$ cat config.mk
export PLATFORM = sky130hd
export DESIGN_NAME = dma_bus_master
export DESIGN_NICKNAME = d
export VERILOG_FILES = /design/src/rtl/dmam_pkg.sv /design/src/rtl/dmam_word_buf.sv /design/src/rtl/dmam_xfer_ctr.sv /design/src/rtl/dmam_reply_timer.sv /design/src/rtl/dmam_seq.sv /design/src/rtl/dma_bus_master.sv
export SDC_FILE = /design/constraint.sdc
export NUM_CORES = 1
export LEC_CHECK = 0
export BUFFER_PORTS_ARGS = -buffer_cell sky130_fd_sc_hd__buf_4
export CAP_MARGIN = 20
export CORE_MARGIN = 1
export CORE_UTILIZATION = 47
export CTS_BUF_LIST = sky130_fd_sc_hd__clkbuf_8
export DETAILED_ROUTE_END_ITERATION = 12
export PLACE_DENSITY = 0.66
export SLEW_MARGIN = 5
export SYNTH_ARGS = -nofsm -noshare
export SYNTH_HDL_FRONTEND = slang
export SYNTH_SLANG_ARGS = --single-unit
$ cat constraint.sdc
create_clock -name clk -period 7.5 [get_ports clk]
set_input_delay 1.5 -clock clk [delete_from_list [all_inputs] [get_ports clk]]
set_output_delay 1.5 -clock clk [all_outputs]
set_load 0.02 [all_outputs]
$ cat src/rtl/dmam_pkg.sv
`timescale 1ns/1ps
package dmam_pkg;
  localparam int AD_W   = 16;
  localparam int ADDR_W = 22;
  localparam int EXT_W  = ADDR_W - AD_W;

  typedef enum logic [3:0] {
    ST_IDLE   = 4'd0,
    ST_REQ    = 4'd1,
    ST_GACK   = 4'd2,
    ST_ADDR   = 4'd3,
    ST_SYNC   = 4'd4,
    ST_RDWAIT = 4'd5,
    ST_WDATA  = 4'd6,
    ST_WSTB   = 4'd7,
    ST_CLR    = 4'd8
  } seq_st_t;

  // byte address of the following 16-bit word
  function automatic logic [ADDR_W-1:0] next_word_addr(input logic [ADDR_W-1:0] a);
    return a + ADDR_W'(2);
  endfunction

  // word index modulo the buffer depth
  function automatic int unsigned next_slot(input int unsigned s, input int unsigned depth);
    return (s + 1 >= depth) ? 0 : s + 1;
  endfunction

  function automatic logic waits_reply(input seq_st_t s);
    return (s == ST_RDWAIT) || (s == ST_WSTB);
  endfunction

  function automatic logic holds_ack(input seq_st_t s);
    return (s == ST_GACK) || (s == ST_ADDR) || (s == ST_SYNC) ||
           (s == ST_RDWAIT) || (s == ST_WDATA) || (s == ST_WSTB);
  endfunction

  function automatic logic holds_sync(input seq_st_t s);
    return (s == ST_SYNC) || (s == ST_RDWAIT) || (s == ST_WDATA) || (s == ST_WSTB);
  endfunction

  function automatic logic addr_phase(input seq_st_t s);
    return (s == ST_ADDR) || (s == ST_SYNC);
  endfunction

  function automatic logic data_phase(input seq_st_t s);
    return (s == ST_WDATA) || (s == ST_WSTB);
  endfunction
endpackage

$ cat src/rtl/dmam_word_buf.sv
`timescale 1ns/1ps
module dmam_word_buf #(
  parameter int DEPTH = 8,
  parameter int W     = 16,
  localparam int IDX_W = $clog2(DEPTH)
)(
  input  logic             clk,
  input  logic             rst_n,
  input  logic             a_we,
  input  logic [IDX_W-1:0] a_idx,
  input  logic [W-1:0]     a_data,
  input  logic             b_we,
  input  logic [IDX_W-1:0] b_idx,
  input  logic [W-1:0]     b_data,
  input  logic [IDX_W-1:0] r0_idx,
  output logic [W-1:0]     r0_data,
  input  logic [IDX_W-1:0] r1_idx,
  output logic [W-1:0]     r1_data
);
  logic [DEPTH-1:0][W-1:0] slots;

  // sequencer store wins over a local write to the same slot
  for (genvar g = 0; g < DEPTH; g++) begin : g_slot
    logic [W-1:0] q;
    always_ff @(posedge clk) begin
      if (!rst_n)                                   q <= '0;
      else if (a_we && (a_idx == IDX_W'(g)))        q <= a_data;
      else if (b_we && (b_idx == IDX_W'(g)))        q <= b_data;
    end
    assign slots[g] = q;
  end

  assign r0_data = slots[r0_idx];
  assign r1_data = slots[r1_idx];
endmodule

$ cat src/rtl/dmam_xfer_ctr.sv
`timescale 1ns/1ps
module dmam_xfer_ctr import dmam_pkg::*; #(
  parameter int CNT_W = 8,
  parameter int DEPTH = 8,
  localparam int SLOT_W = $clog2(DEPTH)
)(
  input  logic              clk,
  input  logic              rst_n,
  input  logic              load,
  input  logic [ADDR_W-1:0] load_addr,
  input  logic [CNT_W-1:0]  load_words,
  input  logic              step,
  output logic [ADDR_W-1:0] addr,
  output logic [CNT_W-1:0]  words_left,
  output logic [SLOT_W-1:0] slot,
  output logic              last_word
);
  always_ff @(posedge clk) begin
    if (!rst_n) begin
      addr       <= '0;
      words_left <= '0;
      slot       <= '0;
    end else if (load) begin
      addr       <= load_addr;
      words_left <= load_words;
      slot       <= '0;
    end else if (step) begin
      addr       <= next_word_addr(addr);
      words_left <= words_left - CNT_W'(1);
      slot       <= SLOT_W'(next_slot(int'(slot), DEPTH));
    end
  end

  assign last_word = (words_left == CNT_W'(1));

  // a word is never retired with nothing left to move
  a_r8_no_step_at_zero: assert property (@(posedge clk) disable iff (!rst_n)
    step |-> (words_left != '0));
endmodule

$ cat src/rtl/dmam_reply_timer.sv
`timescale 1ns/1ps
module dmam_reply_timer #(
  parameter int LIMIT = 1000
)(
  input  logic clk,
  input  logic rst_n,
  input  logic en,
  output logic expire
);
  localparam int CW = $clog2(LIMIT + 1);
  localparam logic [CW-1:0] TOP = CW'(LIMIT - 1);

  logic [CW-1:0] cnt;

  always_ff @(posedge clk) begin
    if (!rst_n)          cnt <= '0;
    else if (!en)        cnt <= '0;
    else if (cnt != TOP) cnt <= cnt + CW'(1);
  end

  assign expire = en && (cnt == TOP);

  // the wait counter never passes its limit
  a_r9_cnt_bounded: assert property (@(posedge clk) disable iff (!rst_n)
    cnt <= TOP);
endmodule

$ cat src/rtl/dmam_seq.sv
`timescale 1ns/1ps
module dmam_seq import dmam_pkg::*; (
  input  logic    clk,
  input  logic    rst_n,
  input  logic    go,
  input  logic    go_write,
  input  logic    words_zero,
  input  logic    last_word,
  input  logic    bus_grant,
  input  logic    bus_reply,
  input  logic    expire,
  output seq_st_t state,
  output logic    load,
  output logic    step,
  output logic    store_en,
  output logic    timer_en,
  output logic    is_write,
  output logic    bus_err,
  output logic    busy,
  output logic    xfer_done
);
  seq_st_t nxt;
  logic    err_hit;

  assign load     = (state == ST_IDLE) && go && !words_zero;
  assign timer_en = waits_reply(state);
  assign err_hit  = timer_en && !bus_reply && expire;
  assign store_en = (state == ST_RDWAIT) && bus_reply;
  assign step     = (state == ST_CLR) && !bus_err;
  assign xfer_done = step && last_word;
  assign busy     = (state != ST_IDLE);

  always_comb begin
    nxt = state;
    unique case (state)
      ST_IDLE:   if (load) nxt = ST_REQ;
      ST_REQ:    if (bus_grant) nxt = ST_GACK;
      ST_GACK:   nxt = ST_ADDR;
      ST_ADDR:   nxt = ST_SYNC;
      ST_SYNC:   nxt = is_write ? ST_WDATA : ST_RDWAIT;
      ST_WDATA:  nxt = ST_WSTB;
      ST_RDWAIT,
      ST_WSTB:   if (bus_reply || expire) nxt = ST_CLR;
      ST_CLR:    nxt = (bus_err || last_word) ? ST_IDLE : ST_REQ;
      default:   nxt = ST_IDLE;
    endcase
  end

  always_ff @(posedge clk) begin
    if (!rst_n) begin
      state    <= ST_IDLE;
      is_write <= 1'b0;
      bus_err  <= 1'b0;
    end else begin
      state <= nxt;
      if (load) begin
        is_write <= go_write;
        bus_err  <= 1'b0;
      end else if (err_hit) begin
        bus_err  <= 1'b1;
      end
    end
  end

  // a grant seen while requesting moves straight to acknowledge
  a_r3_grant_to_ack: assert property (@(posedge clk) disable iff (!rst_n)
    (state == ST_REQ && bus_grant) |=> (state == ST_GACK));
  // a zero-count start leaves the block idle
  a_r2_zero_ignored: assert property (@(posedge clk) disable iff (!rst_n)
    (state == ST_IDLE && go && words_zero) |=> (state == ST_IDLE));
  // an expired wait with no reply raises the error flag
  a_r9_err_on_expire: assert property (@(posedge clk) disable iff (!rst_n)
    (timer_en && expire && !bus_reply) |=> (bus_err && state == ST_CLR));
  // after an error the clear step goes back to idle
  a_r9_err_stops: assert property (@(posedge clk) disable iff (!rst_n)
    (state == ST_CLR && bus_err) |=> (state == ST_IDLE));
endmodule

$ cat src/rtl/dma_bus_master.sv
`timescale 1ns/1ps
module dma_bus_master import dmam_pkg::*; #(
  parameter int CNT_W       = 8,
  parameter int BUF_DEPTH   = 8,
  parameter int TIMEOUT_CYC = 1000,
  localparam int SLOT_W     = $clog2(BUF_DEPTH)
)(
  input  logic              clk,
  input  logic              rst_n,
  input  logic              go,
  input  logic              go_write,
  input  logic [ADDR_W-1:0] go_addr,
  input  logic [CNT_W-1:0]  go_words,
  output logic              busy,
  output logic              xfer_done,
  output logic              bus_err,
  output logic              bus_req,
  input  logic              bus_grant,
  output logic              bus_gack,
  output logic              bus_sync,
  output logic              bus_rd,
  output logic              bus_wr,
  input  logic              bus_reply,
  output logic [AD_W-1:0]   ad_out,
  output logic              ad_oe,
  input  logic [AD_W-1:0]   ad_in,
  output logic [EXT_W-1:0]  ext_addr,
  input  logic              lb_we,
  input  logic [SLOT_W-1:0] lb_widx,
  input  logic [AD_W-1:0]   lb_wdata,
  input  logic [SLOT_W-1:0] lb_ridx,
  output logic [AD_W-1:0]   lb_rdata
);
  seq_st_t             state;
  logic                load, step, store_en, timer_en, is_write, expire, last_word;
  logic [ADDR_W-1:0]   addr;
  logic [CNT_W-1:0]    words_left;
  logic [SLOT_W-1:0]   slot;
  logic [AD_W-1:0]     tx_word;

  dmam_seq u_seq (
    .clk, .rst_n, .go, .go_write,
    .words_zero (go_words == '0),
    .last_word, .bus_grant, .bus_reply, .expire,
    .state, .load, .step, .store_en, .timer_en, .is_write,
    .bus_err, .busy, .xfer_done
  );

  dmam_xfer_ctr #(.CNT_W(CNT_W), .DEPTH(BUF_DEPTH)) u_ctr (
    .clk, .rst_n, .load,
    .load_addr (go_addr),
    .load_words(go_words),
    .step, .addr, .words_left, .slot, .last_word
  );

  dmam_reply_timer #(.LIMIT(TIMEOUT_CYC)) u_tmr (
    .clk, .rst_n, .en(timer_en), .expire
  );

  dmam_word_buf #(.DEPTH(BUF_DEPTH), .W(AD_W)) u_buf (
    .clk, .rst_n,
    .a_we(store_en), .a_idx(slot), .a_data(ad_in),
    .b_we(lb_we), .b_idx(lb_widx), .b_data(lb_wdata),
    .r0_idx(slot), .r0_data(tx_word),
    .r1_idx(lb_ridx), .r1_data(lb_rdata)
  );

  // bus pin decode from the sequencer state
  always_comb begin
    bus_req  = (state == ST_REQ);
    bus_gack = holds_ack(state);
    bus_sync = holds_sync(state);
    bus_rd   = (state == ST_RDWAIT);
    bus_wr   = (state == ST_WSTB);
    ad_oe    = addr_phase(state) || data_phase(state);
    ad_out   = '0;
    ext_addr = '0;
    if (addr_phase(state)) begin
      ad_out   = addr[AD_W-1:0];
      ext_addr = addr[ADDR_W-1:AD_W];
    end else if (data_phase(state)) begin
      ad_out   = tx_word;
    end
  end

  // strobes are exclusive and framed by sync
  a_r10_one_strobe: assert property (@(posedge clk) disable iff (!rst_n)
    !(bus_rd && bus_wr));
  a_r10_strobe_in_sync: assert property (@(posedge clk) disable iff (!rst_n)
    (bus_rd || bus_wr) |-> bus_sync);
  // sync only rises over an address already on the lines
  a_r4_addr_before_sync: assert property (@(posedge clk) disable iff (!rst_n)
    $rose(bus_sync) |-> ($past(ad_oe) && ad_oe));
  // request and acknowledge never overlap
  a_r3_req_ack_apart: assert property (@(posedge clk) disable iff (!rst_n)
    !(bus_req && bus_gack));
  // release of the acknowledge leaves the bus quiet
  a_r7_clear_quiet: assert property (@(posedge clk) disable iff (!rst_n)
    $fell(bus_gack) |-> (!bus_sync && !ad_oe && !bus_req && !bus_rd && !bus_wr));
  // with no words left the block never requests
  a_r8_stop_at_zero: assert property (@(posedge clk) disable iff (!rst_n)
    (words_left == '0) |-> !bus_req);
  // write strobe only follows a data-present cycle or itself
  a_r6_data_leads: assert property (@(posedge clk) disable iff (!rst_n)
    $rose(bus_wr) |-> ($past(ad_oe) && $past(bus_sync) && ad_oe));
endmodule

Word-level counts from Yosys, hierarchy flattened
Cells that the tools add are included.

Register bits after elaboration: 177. Input port bits: 75. Output and inout bits: 47. Logic and storage cells: 144.

Add/subtract/negate cells: 4. Magnitude comparators: 3. Eq/ne operators: 28. Muxes and demuxes: 34. Bitwise gates (word level): 1. Reductions and logical operators: 59.

Operators by type and width (count): 2-to-1 mux 16 bit (20); binary-select mux 16 bit (select 3 bit) (2); 2-to-1 mux 22 bit (2); case mux 4 bit (8 select lines) (1); equality test 3 bit (second input constant) (8); logical AND 1 bit (24); adder 22 x 2 -> 22 bit (second input constant) (1); nonzero test 2 bit (9); equality test 4 x 3 -> 1 bit (second input constant) (4); 2-to-1 mux 8 bit (2); logical OR 1 bit (14); equality test 3 x 2 -> 1 bit (second input constant) (4); 2-to-1 mux 4 bit (3); adder 10 x 1 -> 10 bit (second input constant) (1); equality test 10 bit (second input constant) (1); != test 10 bit (second input constant) (1); equality test 4 x 2 -> 1 bit (second input constant) (2); equality test 8 x 1 -> 1 bit (second input constant) (1); logical NOT 8 bit (1); < comparator 3 x 4 -> 1 bit (second input constant) (2); subtractor 8 x 1 -> 8 bit (second input constant) (1); equality test 3 x 1 -> 1 bit (second input constant) (2); logical NOT 3 bit (2); 2-to-1 mux 6 bit (1); other kinds (16) (20).

Depth between registers and ports, before layout
Depth in word-level cells: 6. Mapped depth: 9. Mapped depth without buffers: 5.

Cells and area by module
Synthesis repeated with hierarchy kept, for this count alone.

Cells, all modules: 1229. Area, all modules: 10799.1 sq um.

Modules (own cells, without submodules): dmam_word_buf (times used 1, cells each 865, area each 7811.2 sq um); dmam_xfer_ctr (times used 1, cells each 226, area each 1828.0 sq um); dmam_reply_timer (times used 1, cells each 55, area each 476.7 sq um); dmam_seq (times used 1, cells each 43, area each 366.6 sq um); dma_bus_master (times used 1, cells each 40, area each 316.6 sq um).

Worst setup path before layout
Ideal clock, no wire load.

Path kind: input -> output. Start: in lb_ridx[1]. End: out lb_rdata[0]. Data arrival time: 3223 ps. Required time: 6000 ps. Setup slack: 2777 ps. Cell stages on the path: 5. Buffers on the path: 3. Cells stage by stage: clkbuf_1 clkbuf_1 clkbuf_1 mux4_2 mux2_2.

Cells in the longest elaborated chain, start to end: 2.

RTL lines: start, declared (line dma_bus_master.sv:31) `input logic [SLOT_W-1:0] lb_ridx,`; binary-select mux 16 bit (select 3 bit) (line dmam_word_buf.sv:34) `assign r1_data = slots[r1_idx];`; 2-to-1 mux 16 bit (not written as such) (line dmam_word_buf.sv:34); end, declared (line dma_bus_master.sv:32) `output logic [AD_W-1:0] lb_rdata`.

No other way between the ends. The select of a mux whose other input is x is not followed.

Final worst setup path
Start: in lb_ridx[0]. End: out lb_rdata[6].

The elaborated chain is that of the path after synthesis.

==> metrics <==
status=finished with violations; failing checks=DRC; met3 WL=roughly 2400 um; clk root buf=clkbuf_8; die area=about 23,000 um2; Num CTS Buffers=17; Synth area leaders=dfxtp_1 33%, mux2i_1 14%, mux4_2 14%; vias in the first global route=about 8,600; CTS clock-pin slew for the worst setup and hold paths=roughly 0.09 ns; I/O pin cnt=~120; Worst setup SP type=input port; FMAX=between 200 and 250 MHz; height of the die=between 150 and 200 um; Most common cell on crit path=buf_4; Avg Cell Area, Syn=around 9.5 um2; dominant synthesized flop cell=dfxtp_1; via count=9,137; Routed WL=31,800 um; unrepaired setup endpoints after global routing=false; Final Hold Violating Endpoints=0; ratio of cells with drive above 1 in the final layout=23.4%; mapped cell area=around 11,000 um2; largest delay contributor family on the critical path=multiplexers; Tmin final=between 4 and 5 ns; actual slew at the worst max-slew pin=~1.2 ns; Post-Route Setup TNS=0 ns; initial antenna violation count=0; top routing layer in use=met4; detail-routed via count per cell=between 6 and 7; n_diodes=0; Worst slew margin=a little under a fifth; #FFs+latches synth=roughly 180; cells after synthesis=~1,100; pin count of the biggest net entering global routing=a little under 90; final core utilization=54.5%; Post-synth ARST share=0%; Worst Path Required=6.00 ns; type of the most critical hold path=reg2reg; input/output buffers=about 120; Seq/Total Area, Yosys=33.4%; max incr delay on CP=just under 0.6 ns; worst-path maximum fanout=32; Die X=between 150 and 200 um; top-count cell post-synth=dfxtp_1; CTS sink cnt=between 150 and 200; H-tree levels=4; worst-path cell chain=buf_4 -> mux4_2 -> mux2_2 -> buf_4; Max Cap Viol=0; dpl hpwl=19,600 um; Total GRT Usage=around 28%; post-cts resize count=0; critical path arrival=about 3.1 ns; WL met2=~15,000 um; DRC violations left=13; final slew viol count=0; CP Capture Type=output pin; Synth Warn #=0; Setup-failing EPs final=0; core box area=about 22,000 um2; met1 wire length=between 10,000 and 15,000 um; worst vdd ir=114 uV; Initial DRC Count=654; first-pass GRT wire length=50,000 um; grt total ovfl=0; GPL Wtd Cong=a little under 0.9; Hold-fix buffers, CTS=0; area delta synth->final=13.0%; Post-synth EDFFs=0; First-pass DRT Iterations=9; CTS tree=yes; Setup Skew=0.0140 ns; Clock Tree Buf Depth=2; row cnt=54; pwr/cell area=approximately 170 nW/um2; top cells by count, synth=177 x dfxtp_1, 148 x mux2i_1, 146 x nor2_1; Starting Density=48.3%; CP max stage cell=mux4_2; share of the synthesized area in the top cell type=between 30% and 40%; Setup Crit Path Kind=in2out; Fillers=about 2,000; later-pin clock latency in the skew report=between 0.4 and 0.5 ns; postcts setup bufs=0; Pleak=about 0.0046 uW; WP buf/inv=2; Final period util=around three fifths; Unique masters post-synth=slightly above 60; post-route ant nets=0; Yosys top cell by area=dfxtp_1; fin nets=1,232; Pwr Total=2030 uW; Post-Syn Nets=~1,200; Avg WL per Cell=roughly 22 um
==> report_power, final <==
group          internal, uW  switching, uW  leakage, uW
Clock                   355            383     0.000218
Combinational           121            159      0.00299
Sequential              975           39.8      0.00144
Total                  1450            582      0.00465
==> layout by cell type (no fill, tap or decap), types with 4 or more instances in the layout <==
| cell type | n |
|---|---|
| and2_1 | 8 |
| xnor2_1 | 8 |
| o21ai_0 | 34 |
| nor2_1 | 146 |
| mux2i_1 | 148 |
| inv_6 | 6 |
| mux2_2 | 16 |
| a31oi_1 | 14 |
| nand2_1 | 40 |
| o31ai_1 | 5 |
| nand3b_1 | 4 |
| or3_1 | 6 |
| inv_1 | 18 |
| nor4_1 | 8 |
| a21oi_1 | 20 |
| nor3_1 | 13 |
| mux4_2 | 64 |
| buf_4 | 145 |
| clkbuf_8 | 19 |
| o22ai_1 | 5 |
| ha_1 | 10 |
| o211ai_1 | 4 |
| xor2_1 | 7 |
| nand4_1 | 13 |
| or4_1 | 8 |
| nand3_1 | 23 |
| a211oi_1 | 136 |
| dfxtp_1 | 175 |
==> path summary, 6_finish.rpt <==
| check | startpoint | to | slack [ns] | depth (start not counted) |
|---|---|---|---|---|
| min reg2reg | u_ctr.addr[0] | u_ctr.addr[0] | 0.47 | 2 |
| max reg2reg | u_seq.state[2] | u_ctr.addr[11] | 4.73 | 5 |
| min | u_ctr.addr[0] | u_ctr.addr[0] | 0.47 | 2 |
| max | lb_ridx[0] | lb_rdata[6] | 2.91 | 4 |
==> worst reg2reg max path, delay by kind of cell, from the launching register on <==
kind / cells / cell delay, ns
AND/OR/NAND/NOR: 1 / 0.56
buffers and inverters: 1 / 0.12
AO/OA/AOI/OAI: 2 / 1.24
flip-flops: 1 / 0.57
multiplexers: 1 / 0.20
==> routing by layer <==
metal	vias up	track usage, %
met2	383	43.9
met5	-	0
met1	4463	38.2
met4	0	8.16
met3	52	5.32
li1	4239	-
==> through the flow <==
| step | hold WS [ns] | cells | area, um2 | setup slack, ns |
|---|---|---|---|---|
| finish | 0.470 | 1440 | 12000 | 2.91 |
| global route | 0.504 | 1440 | 12000 | 2.84 |
| CTS | 0.475 | 1440 | 12000 | 2.90 |
| detailed placement | 0.461 | 1408 | 11500 | 2.90 |
| global placement | 0.444 | 1408 | 11500 | 2.94 |
| floorplan | 0.437 | 1116 | 10600 | 2.78 |
==> final cells by class <==
| class | count | area [um2] | share of cell area [%] |
|---|---|---|---|
| Clock inverter | 13 | 173 | 1.44 |
| Inverter | 20 | 77.6 | 0.648 |
| Tap cell | 280 | 350 | 2.92 |
| Timing Repair Buffer | 145 | 1090 | 9.09 |
| Multi-Input combinational cell | 786 | 6480 | 54.1 |
| Clock buffer | 19 | 262 | 2.18 |
| Sequential cell | 177 | 3550 | 29.6 |
==> cell families (layout without fill, tap and decap cells) <==
family | after synthesis | after routing | synth area share [%]
compound gates | 237 | 237 | 15.5
mux | 229 | 229 | 29.4
fa+ha+maj | 10 | 10 | 1.18
simple gates | 295 | 295 | 13.4
flops | 177 | 177 | 33.4
buf+inv | 153 | 197 | 5.88
xor+xnor | 15 | 15 | 1.24
==> state kept, by name, indices dropped and copies added (netlist names) <==
name and flops:
u_buf.g_slot.q 128, u_seq.is_write 1, u_seq.state 4, u_ctr.addr 22, u_ctr.slot 3, u_seq.bus_err 1
u_ctr.words_left 8, u_tmr.cnt 10
(Power assumes the default switching activity.)
